[src/rtl/booth8_pkg.sv]
package booth8_pkg;
  typedef enum logic [0:0] {
    ST_IDLE = 1'b0,
    ST_RUN  = 1'b1
  } mul_state_e;

  localparam int unsigned GROUP_BITS = 3;  // multiplier bits retired per iteration
endpackage

[src/rtl/booth8_recode.sv]
// Turns {a2,a1,a0,l} into a magnitude 0..4 and a sign.
module booth8_recode (
  input  logic [3:0] grp_i,
  output logic [2:0] mag_o,
  output logic       neg_o
);
  logic [2:0] pos;

  // Weight without the sign bit: 2*a1 + a0 + l, range 0..4
  assign pos = {1'b0, grp_i[2], 1'b0} + {2'b00, grp_i[1]} + {2'b00, grp_i[0]};

  always_comb begin
    if (grp_i[3]) begin
      mag_o = 3'd4 - pos;
      neg_o = (pos != 3'd4);
    end else begin
      mag_o = pos;
      neg_o = 1'b0;
    end
  end
endmodule

[src/rtl/booth8_multiples.sv]
// Selects k*B, k in 0..4, and applies the sign in two's complement.
module booth8_multiples #(
  parameter int unsigned ACC_W = 12
) (
  input  logic [ACC_W-1:0] bx_i,   // B, sign-extended
  input  logic [ACC_W-1:0] b3_i,   // 3B, precomputed
  input  logic [2:0]       mag_i,
  input  logic             neg_i,
  output logic [ACC_W-1:0] term_o
);
  localparam int unsigned NUM_MULT = 5;

  logic [ACC_W-1:0] cand [NUM_MULT];
  logic [ACC_W-1:0] pick;

  for (genvar k = 0; k < NUM_MULT; k++) begin : g_cand
    if (k == 0) begin : g_zero
      assign cand[k] = '0;
    end else if (k == 3) begin : g_odd
      assign cand[k] = b3_i;
    end else begin : g_pow2
      assign cand[k] = bx_i << $clog2(k);
    end
  end

  always_comb begin
    pick = '0;
    for (int i = 0; i < NUM_MULT; i++) begin
      if (mag_i == 3'(i)) pick = cand[i];
    end
  end

  assign term_o = neg_i ? (~pick + ACC_W'(1)) : pick;
endmodule

[src/rtl/booth8_datapath.sv]
module booth8_datapath #(
  parameter int unsigned WIDTH = 9,
  parameter int unsigned ACC_W = WIDTH + 3
) (
  input  logic               clk_i,
  input  logic               rst_ni,
  input  logic               load_i,
  input  logic               step_i,
  input  logic [WIDTH-1:0]   a_i,
  input  logic [WIDTH-1:0]   b_i,
  output logic [ACC_W-1:0]   acc_o,
  output logic [ACC_W-1:0]   term_o,
  output logic [ACC_W-1:0]   sum_o,
  output logic [2*WIDTH-1:0] product_o
);
  import booth8_pkg::*;

  localparam int unsigned EXT = ACC_W - WIDTH;
  localparam int unsigned SH  = GROUP_BITS;

  logic [ACC_W-1:0] acc_q, bx_q, b3_q;
  logic [WIDTH-1:0] mpl_q;
  logic             last_q;

  logic [ACC_W-1:0] bx_in, b3_in;
  logic [2:0]       mag;
  logic             neg;

  assign bx_in = {{EXT{b_i[WIDTH-1]}}, b_i};
  assign b3_in = bx_in + (bx_in << 1);

  booth8_recode u_recode (
    .grp_i ({mpl_q[2:0], last_q}),
    .mag_o (mag),
    .neg_o (neg)
  );

  booth8_multiples #(.ACC_W(ACC_W)) u_mult (
    .bx_i   (bx_q),
    .b3_i   (b3_q),
    .mag_i  (mag),
    .neg_i  (neg),
    .term_o (term_o)
  );

  assign sum_o = acc_q + term_o;

  always_ff @(posedge clk_i or negedge rst_ni) begin
    if (!rst_ni) begin
      acc_q  <= '0;
      mpl_q  <= '0;
      last_q <= 1'b0;
      bx_q   <= '0;
      b3_q   <= '0;
    end else if (load_i) begin
      acc_q  <= '0;
      mpl_q  <= a_i;
      last_q <= 1'b0;
      bx_q   <= bx_in;
      b3_q   <= b3_in;
    end else if (step_i) begin
      // {acc, mpl, last} as one register, arithmetic shift right by SH
      acc_q  <= {{SH{sum_o[ACC_W-1]}}, sum_o[ACC_W-1:SH]};
      mpl_q  <= {sum_o[SH-1:0], mpl_q[WIDTH-1:SH]};
      last_q <= mpl_q[SH-1];
    end
  end

  assign acc_o     = acc_q;
  assign product_o = {acc_q[WIDTH-1:0], mpl_q};
endmodule

[src/rtl/booth8_ctrl.sv]
module booth8_ctrl #(
  parameter int unsigned ITER = 3
) (
  input  logic clk_i,
  input  logic rst_ni,
  input  logic start_i,
  output logic load_o,
  output logic step_o,
  output logic busy_o,
  output logic done_o
);
  import booth8_pkg::*;

  localparam int unsigned CNT_W = (ITER > 1) ? $clog2(ITER) : 1;
  localparam logic [CNT_W-1:0] LAST = CNT_W'(ITER - 1);

  mul_state_e       state_q;
  logic [CNT_W-1:0] cnt_q;
  logic             done_q;

  assign load_o = (state_q == ST_IDLE) && start_i;
  assign step_o = (state_q == ST_RUN);
  assign busy_o = step_o;
  assign done_o = done_q;

  always_ff @(posedge clk_i or negedge rst_ni) begin
    if (!rst_ni) begin
      state_q <= ST_IDLE;
      cnt_q   <= '0;
      done_q  <= 1'b0;
    end else begin
      done_q <= 1'b0;
      case (state_q)
        ST_IDLE: begin
          if (start_i) begin
            state_q <= ST_RUN;
            cnt_q   <= '0;
          end
        end
        ST_RUN: begin
          if (cnt_q == LAST) begin
            state_q <= ST_IDLE;
            done_q  <= 1'b1;
          end else begin
            cnt_q <= cnt_q + CNT_W'(1);
          end
        end
        default: state_q <= ST_IDLE;
      endcase
    end
  end
endmodule

[src/rtl/booth8_mul.sv]
module booth8_mul #(
  parameter int unsigned WIDTH = 9
) (
  input  logic               clk_i,
  input  logic               rst_ni,
  input  logic               start_i,
  input  logic [WIDTH-1:0]   a_i,
  input  logic [WIDTH-1:0]   b_i,
  output logic               busy_o,
  output logic               done_o,
  output logic [2*WIDTH-1:0] product_o
);
  import booth8_pkg::*;

  localparam int unsigned ITER  = WIDTH / GROUP_BITS;
  localparam int unsigned ACC_W = WIDTH + 3;

  logic             load, step;
  logic [ACC_W-1:0] acc, term, sum;

  booth8_ctrl #(.ITER(ITER)) u_ctrl (
    .clk_i   (clk_i),
    .rst_ni  (rst_ni),
    .start_i (start_i),
    .load_o  (load),
    .step_o  (step),
    .busy_o  (busy_o),
    .done_o  (done_o)
  );

  booth8_datapath #(.WIDTH(WIDTH), .ACC_W(ACC_W)) u_dp (
    .clk_i     (clk_i),
    .rst_ni    (rst_ni),
    .load_i    (load),
    .step_i    (step),
    .a_i       (a_i),
    .b_i       (b_i),
    .acc_o     (acc),
    .term_o    (term),
    .sum_o     (sum),
    .product_o (product_o)
  );
endmodule

[config.mk]
export PLATFORM = sky130hd
export DESIGN_NAME = booth8_mul
export DESIGN_NICKNAME = d
export VERILOG_FILES = /design/src/rtl/booth8_pkg.sv /design/src/rtl/booth8_recode.sv /design/src/rtl/booth8_multiples.sv /design/src/rtl/booth8_datapath.sv /design/src/rtl/booth8_ctrl.sv /design/src/rtl/booth8_mul.sv
export SDC_FILE = /design/constraint.sdc
export NUM_CORES = 1
export LEC_CHECK = 0
export BUFFER_PORTS_ARGS = -buffer_cell sky130_fd_sc_hd__buf_2
export CAP_MARGIN = 20
export CORE_MARGIN = 10
export CORE_UTILIZATION = 40
export DETAILED_ROUTE_END_ITERATION = 12
export GPL_TIMING_DRIVEN = 0
export HOLD_SLACK_MARGIN = 0.15
export PLACE_DENSITY = 0.58
export SKIP_CTS_REPAIR_TIMING = 1
export SLEW_MARGIN = 20
export SYNTH_ARGS = -nofsm -noshare
export SYNTH_HDL_FRONTEND = slang
export SYNTH_HIERARCHICAL = 1
export SYNTH_SLANG_ARGS = --single-unit
[constraint.sdc]
create_clock -name clk_i -period 5.6 [get_ports clk_i]
set_clock_uncertainty 0.15 [all_clocks]
set_input_delay 0 -clock clk_i [delete_from_list [all_inputs] [get_ports clk_i]]
set_output_delay 0 -clock clk_i [all_outputs]
set_load 0.05 [all_outputs]
==> run metrics, run 1 <==
status=complete, no violations; number of port buffers=40; Die Ht=112 µm; Clk pin slew, worst setup/hold paths=0.09 ns; WP buf/inv=2; Synth Net Count=391; number of antenna violations at the first check in global routing=0; Worst R2R End=u_dp/acc_o[3]; CP arrival=4.97 ns; clk_lat worst skew=about 0.29 ns; gr ovfl total=0; syn_area_per_cell=9.79 µm²; Peak Freq=205 MHz; Horiz. Die Dim=112 µm; Fillers=794; unrepaired setup endpoints after global routing=false; Initial Utilization=41.1%; vias per cell=5.42; root buffer cell=clkbuf_8; Core Region=0.00818 mm²; CP Capture Point=u_dp/acc_o[3]; top sig layer=met4; num ports=41; worst r2r src=u_dp/mpl_q[0]; Syn-to-layout area delta=19.3%; clock tree buffer depth=2; WL met1=3750 µm; CP top delay family=adder cells; Final #Nets=458; drt first-iter violations=129; CTS tree=built; critical path's slowest cell=fa_1; worst-path cell chain=ha_1, ha_1, inv_1, ha_1, ha_1, mux2_2, buf_2, nor2b_1, nand2_1, ha_1, nand2_1, o21ai_0, fa_1, a21o_1, a221o_1, nor2b_4, a2111oi_2, o21a_1; Setup Viol. Count Final=0; Critical Path Stages=18; final HPWL from detailed placement=6050 µm; # H-tree levels=2; Post-Synthesis Cells=about 340; met3 wire length=277 µm; Least-Margin Pin Slew=~0.95 ns; Critical Path Source Type=register; routed wire length=7930 µm; Fin. Hold Viols=0; Critical Path Source=u_dp/mpl_q[0]; worst min path class=primary input to asynchronous set/reset pin; row cnt=33; CTS sink count=41; crit path max fanout=10; Initial DRT Pass Iterations=4; Final Max Slew Viols=0; gp weighted congestion=approximately 0.8; crit-path max cell delay=0.48 ns; critical path class=register to register; Synth Warn #=6; Final Critical Period=a little under 5 ns; setup_tns=0 ns; wire length of the first global-routing pass=13,000 µm; Setup crit end kind=register; Max Cap Violations=0; All-Layer GR Usage=about 12%; pin count of the biggest net entering global routing=42; number of global-route vias before repair=between 2,000 and 3,000; Mapped Area=0.00336 mm²; met2 wire length=3850 µm; ant diodes=0; R2R setup slack=~0.7 ns; WP data required=5.69 ns; Tcrit/Tclk final=87.3%; crit-path most repeated cell=ha_1; post-route ant nets=0; Hold WS=0.235 ns; Post-route DRC=0; layout cell share with drive strength beyond 1=22.6%; slew margin rel.=a little under two fifths; WL/cell=15.4 µm; vias=~2,800; CTS Buf Count=5; DIE AREA=between 0.01 and 0.015 mm²; Reg2Reg Depth=18
[how the worst min path moves through the flow]
stage | cells after the start | start | slack [ns] | to
after global placement | 1 | rst_ni | 0.06 | u_ctrl/cnt_q[0]
after floorplan | 0 | rst_ni | -0.45 | u_ctrl/busy_o
after CTS | 1 | rst_ni | -0.26 | u_ctrl/cnt_q[0]
after detailed placement | 1 | rst_ni | 0.07 | u_ctrl/cnt_q[0]
final | 2 | rst_ni | 0.24 | u_dp/mpl_q[7]
after global routing | 2 | rst_ni | 0.31 | u_dp/mpl_q[7]
[per-layer routing]
| layer | GRT usage, % | up-vias |
|---|---|---|
| li1 | - | 1410 |
| met1 | 15.4 | 1337 |
| met2 | 20.6 | 47 |
| met3 | 2.52 | 4 |
| met4 | 1.89 | 0 |
| met5 | 0 | - |
[cell usage in the layout (no fill, tap or decap), types with 3 or more instances in the layout]
cell type      instances
buf_2                 46
dfrtp_1               41
ha_1                  25
mux2i_1               24
nand2_1               23
dlygate4sd3_1         20
o21ai_0               16
a21oi_1               15
mux2_2                15
xnor2_1               13
nor2_1                13
buf_4                 11
inv_1                 10
or4bb_1                8
clkbuf_1               7
nor2b_1                7
clkbuf_8               6
a211oi_1               6
o211ai_1               6
nand3_1                6
a21o_1                 5
o21ai_1                5
a22oi_1                5
xor2_1                 4
nand2b_1               3
o21a_1                 3
a221o_1                3
a31oi_1                3
o31ai_1                3
nor4b_1                3
[metrics by stage]
stage	worst slack [ns]	area (µm²)	utilization [%]	cells
6_report	0.712	4010	49.0	516
5_1_grt	0.412	4010	49.0	516
4_1_cts	0.698	3800	46.5	496
3_5_place_dp	0.722	3690	45.1	488
3_3_place_gp	0.799	3690	45.1	488
2_1_floorplan	0.897	3360	-	343
[worst register-to-register path, stage by stage (launching register included)]
cell       delay [ns]
dfrtp_1          0.40
ha_1             0.19
ha_1             0.28
inv_1            0.04
ha_1             0.17
ha_1             0.28
mux2_2           0.30
buf_2            0.18
nor2b_1          0.37
nand2_1          0.22
ha_1             0.34
nand2_1          0.06
o21ai_0          0.16
fa_1             0.48
a21o_1           0.21
a221o_1          0.39
nor2b_4          0.15
a2111oi_2        0.28
o21a_1           0.17
[layout make-up]
class | instances | area [µm²] | area share [%]
inverter | 11 | 41.3 | 1.03
buffer | 27 | 165 | 4.12
multi-input combinational | 264 | 2120 | 53.0
timing repair buffer | 60 | 400 | 10.0
clock buffer | 7 | 86.3 | 2.16
tap | 105 | 131 | 3.28
clock inverter | 1 | 30.0 | 0.750
sequential | 41 | 1030 | 25.6
[registers in the layout, indices dropped and copies added (netlist names)]
signal         count
u_ctrl/cnt_q       2
u_dp/bx_q          9
u_ctrl/done_o      1
u_dp/mpl_q         9
u_ctrl/busy_o      1
u_dp/last_q        1
u_dp/b3_q          9
u_dp/acc_o         9
Power of run 1 is left out: the tool's default activity adds up to more than one toggle a clock period on the data nets, which glitch-free logic cannot reach.
==> inputs of run 2 (changes only) <==
CORE_UTILIZATION = 59   (was 40)
PLACE_DENSITY = 0.81   (was 0.58)
==> run 2 against run 1 <==
First-iteration DRC count grew 33%; utilization grew 23 points; critical endpoint unchanged; die area shrank 27%; flip-flop and latch count is the same; highest routed layer unchanged; fmax shrank 2.0%; final cell count shrank 6.2%; count of clock-buffer cells in the layout shrank 1; global-route usage grew 5.7 points.
==> run metrics, run 2 (synthesis results as in run 1) <==
Fillers=~400; Least-Margin Pin Slew=0.905 ns; Tcrit/Tclk final=89.1%; root buffer cell=clkbuf_8; critical path's slowest cell=fa_1; status=complete, no violations; gp weighted congestion=approximately 0.91; drt first-iter violations=between 150 and 200; slew margin rel.=39.6%; CTS sink count=41; clk_lat worst skew=0.30 ns; R2R setup slack=0.61 ns; Core Region=roughly 0.0055 mm²; WL/cell=between 15 and 20 µm; Die Ht=between 90 and 100 µm; routed wire length=8200 µm; Final Util=72.1%; DIE AREA=0.00911 mm²; CP top delay family=adder cells; crit path max fanout=10; worst r2r src=u_dp/last_q; row cnt=27; commonest non-fill, non-tap cell in the layout=buf_2; CP arrival=5.08 ns; clock tree buffer depth=2; Setup crit end kind=register; setup_tns=0 ns; Reg2Reg Depth=18; Clk pin slew, worst setup/hold paths=0.08 ns; number of antenna violations at the first check in global routing=1; vias=2,918; crit-path max cell delay=0.50 ns; Final Max Slew Viols=0; Final Critical Period=4.99 ns; Fin. Hold Viols=0; Final #Nets=458; CTS tree=built; All-Layer GR Usage=between 15 and 20%; number of port buffers=40; Peak Freq=201 MHz; # H-tree levels=2; pin count of the biggest net entering global routing=42; layout cell share with drive strength beyond 1=22.9%; Post-route DRC=0; wire length of the first global-routing pass=13,100 µm; critical path class=register to register; Initial Utilization=61.0%; vias per cell=approximately 6; worst-path cell chain=ha_1, ha_1, inv_1, ha_1, ha_1, mux2_2, buf_2, nor2b_1, nand2_1, ha_1, nand2_1, o21ai_0, fa_1, a21o_1, a221o_1, nor2b_4, a2111oi_2, o21a_1; area of the multi-input gates=approximately 0.0021 mm²; number of global-route vias before repair=2,790; unrepaired setup endpoints after global routing=false; Horiz. Die Dim=95.4 µm; Initial DRT Pass Iterations=4; CTS Buf Count=5; Critical Path Source Type=register; Hold WS=0.207 ns; post-route ant nets=0; crit-path most repeated cell=ha_1; final HPWL from detailed placement=~5900 µm; Max Cap Violations=0; gr ovfl total=0; Setup Viol. Count Final=0; Syn-to-layout area delta=18.3%; Worst R2R End=u_dp/acc_o[3]; worst min path class=primary input to asynchronous set/reset pin; WP buf/inv=2; num ports=41; pre-CTS WS=0.727 ns; PnR worst setup slack=0.613 ns; Seq. cell area=0.00103 mm²; most frequent cells in the layout=46 x buf_2, 41 x dfrtp_1, 25 x ha_1; WP data required=~5.7 ns
[run 2: metal layers]
layer | track usage [%] | vias up | routed length (µm)
met3 | 3.06 | 16 | 411
met4 | 6.63 | 0 | 195
met5 | 0 | - | 0
met2 | 30.6 | 71 | 4200
li1 | - | 1418 | -
met1 | 21.6 | 1413 | 3400
[run 2: worst max path at each step]
stage                     to  slack (ns)  cells after the start          start
2_1_floorplan  u_dp/acc_o[3]        0.90                     18  u_dp/mpl_q[0]
3_3_place_gp   u_dp/acc_o[3]        0.82                     18    u_dp/last_q
3_5_place_dp   u_dp/acc_o[3]        0.73                     18    u_dp/last_q
4_1_cts        u_dp/acc_o[3]        0.69                     18    u_dp/last_q
5_1_grt        u_dp/acc_o[3]        0.36                     18    u_dp/last_q
6_report       u_dp/acc_o[3]        0.61                     18    u_dp/last_q
[run 2: cell type report]
type | instances | area share (%)
multi-input cells | 264 | 53.5
flip-flops and latches | 41 | 25.8
repair buffers | 60 | 10.1
plain buffers | 27 | 4.16
well taps | 72 | 2.27
clock buffers | 6 | 2.08
inverters | 11 | 1.04
clock inverters | 2 | 0.945
diodes | 1 | 0.0630
[run 2: through the flow]
step,area (µm²),instances
global placement,3650,455
detailed placement,3650,455
CTS,3770,463
global route,3970,484
floorplan,3360,343
finish,3970,484
Power of run 2 is left out for the same reason.
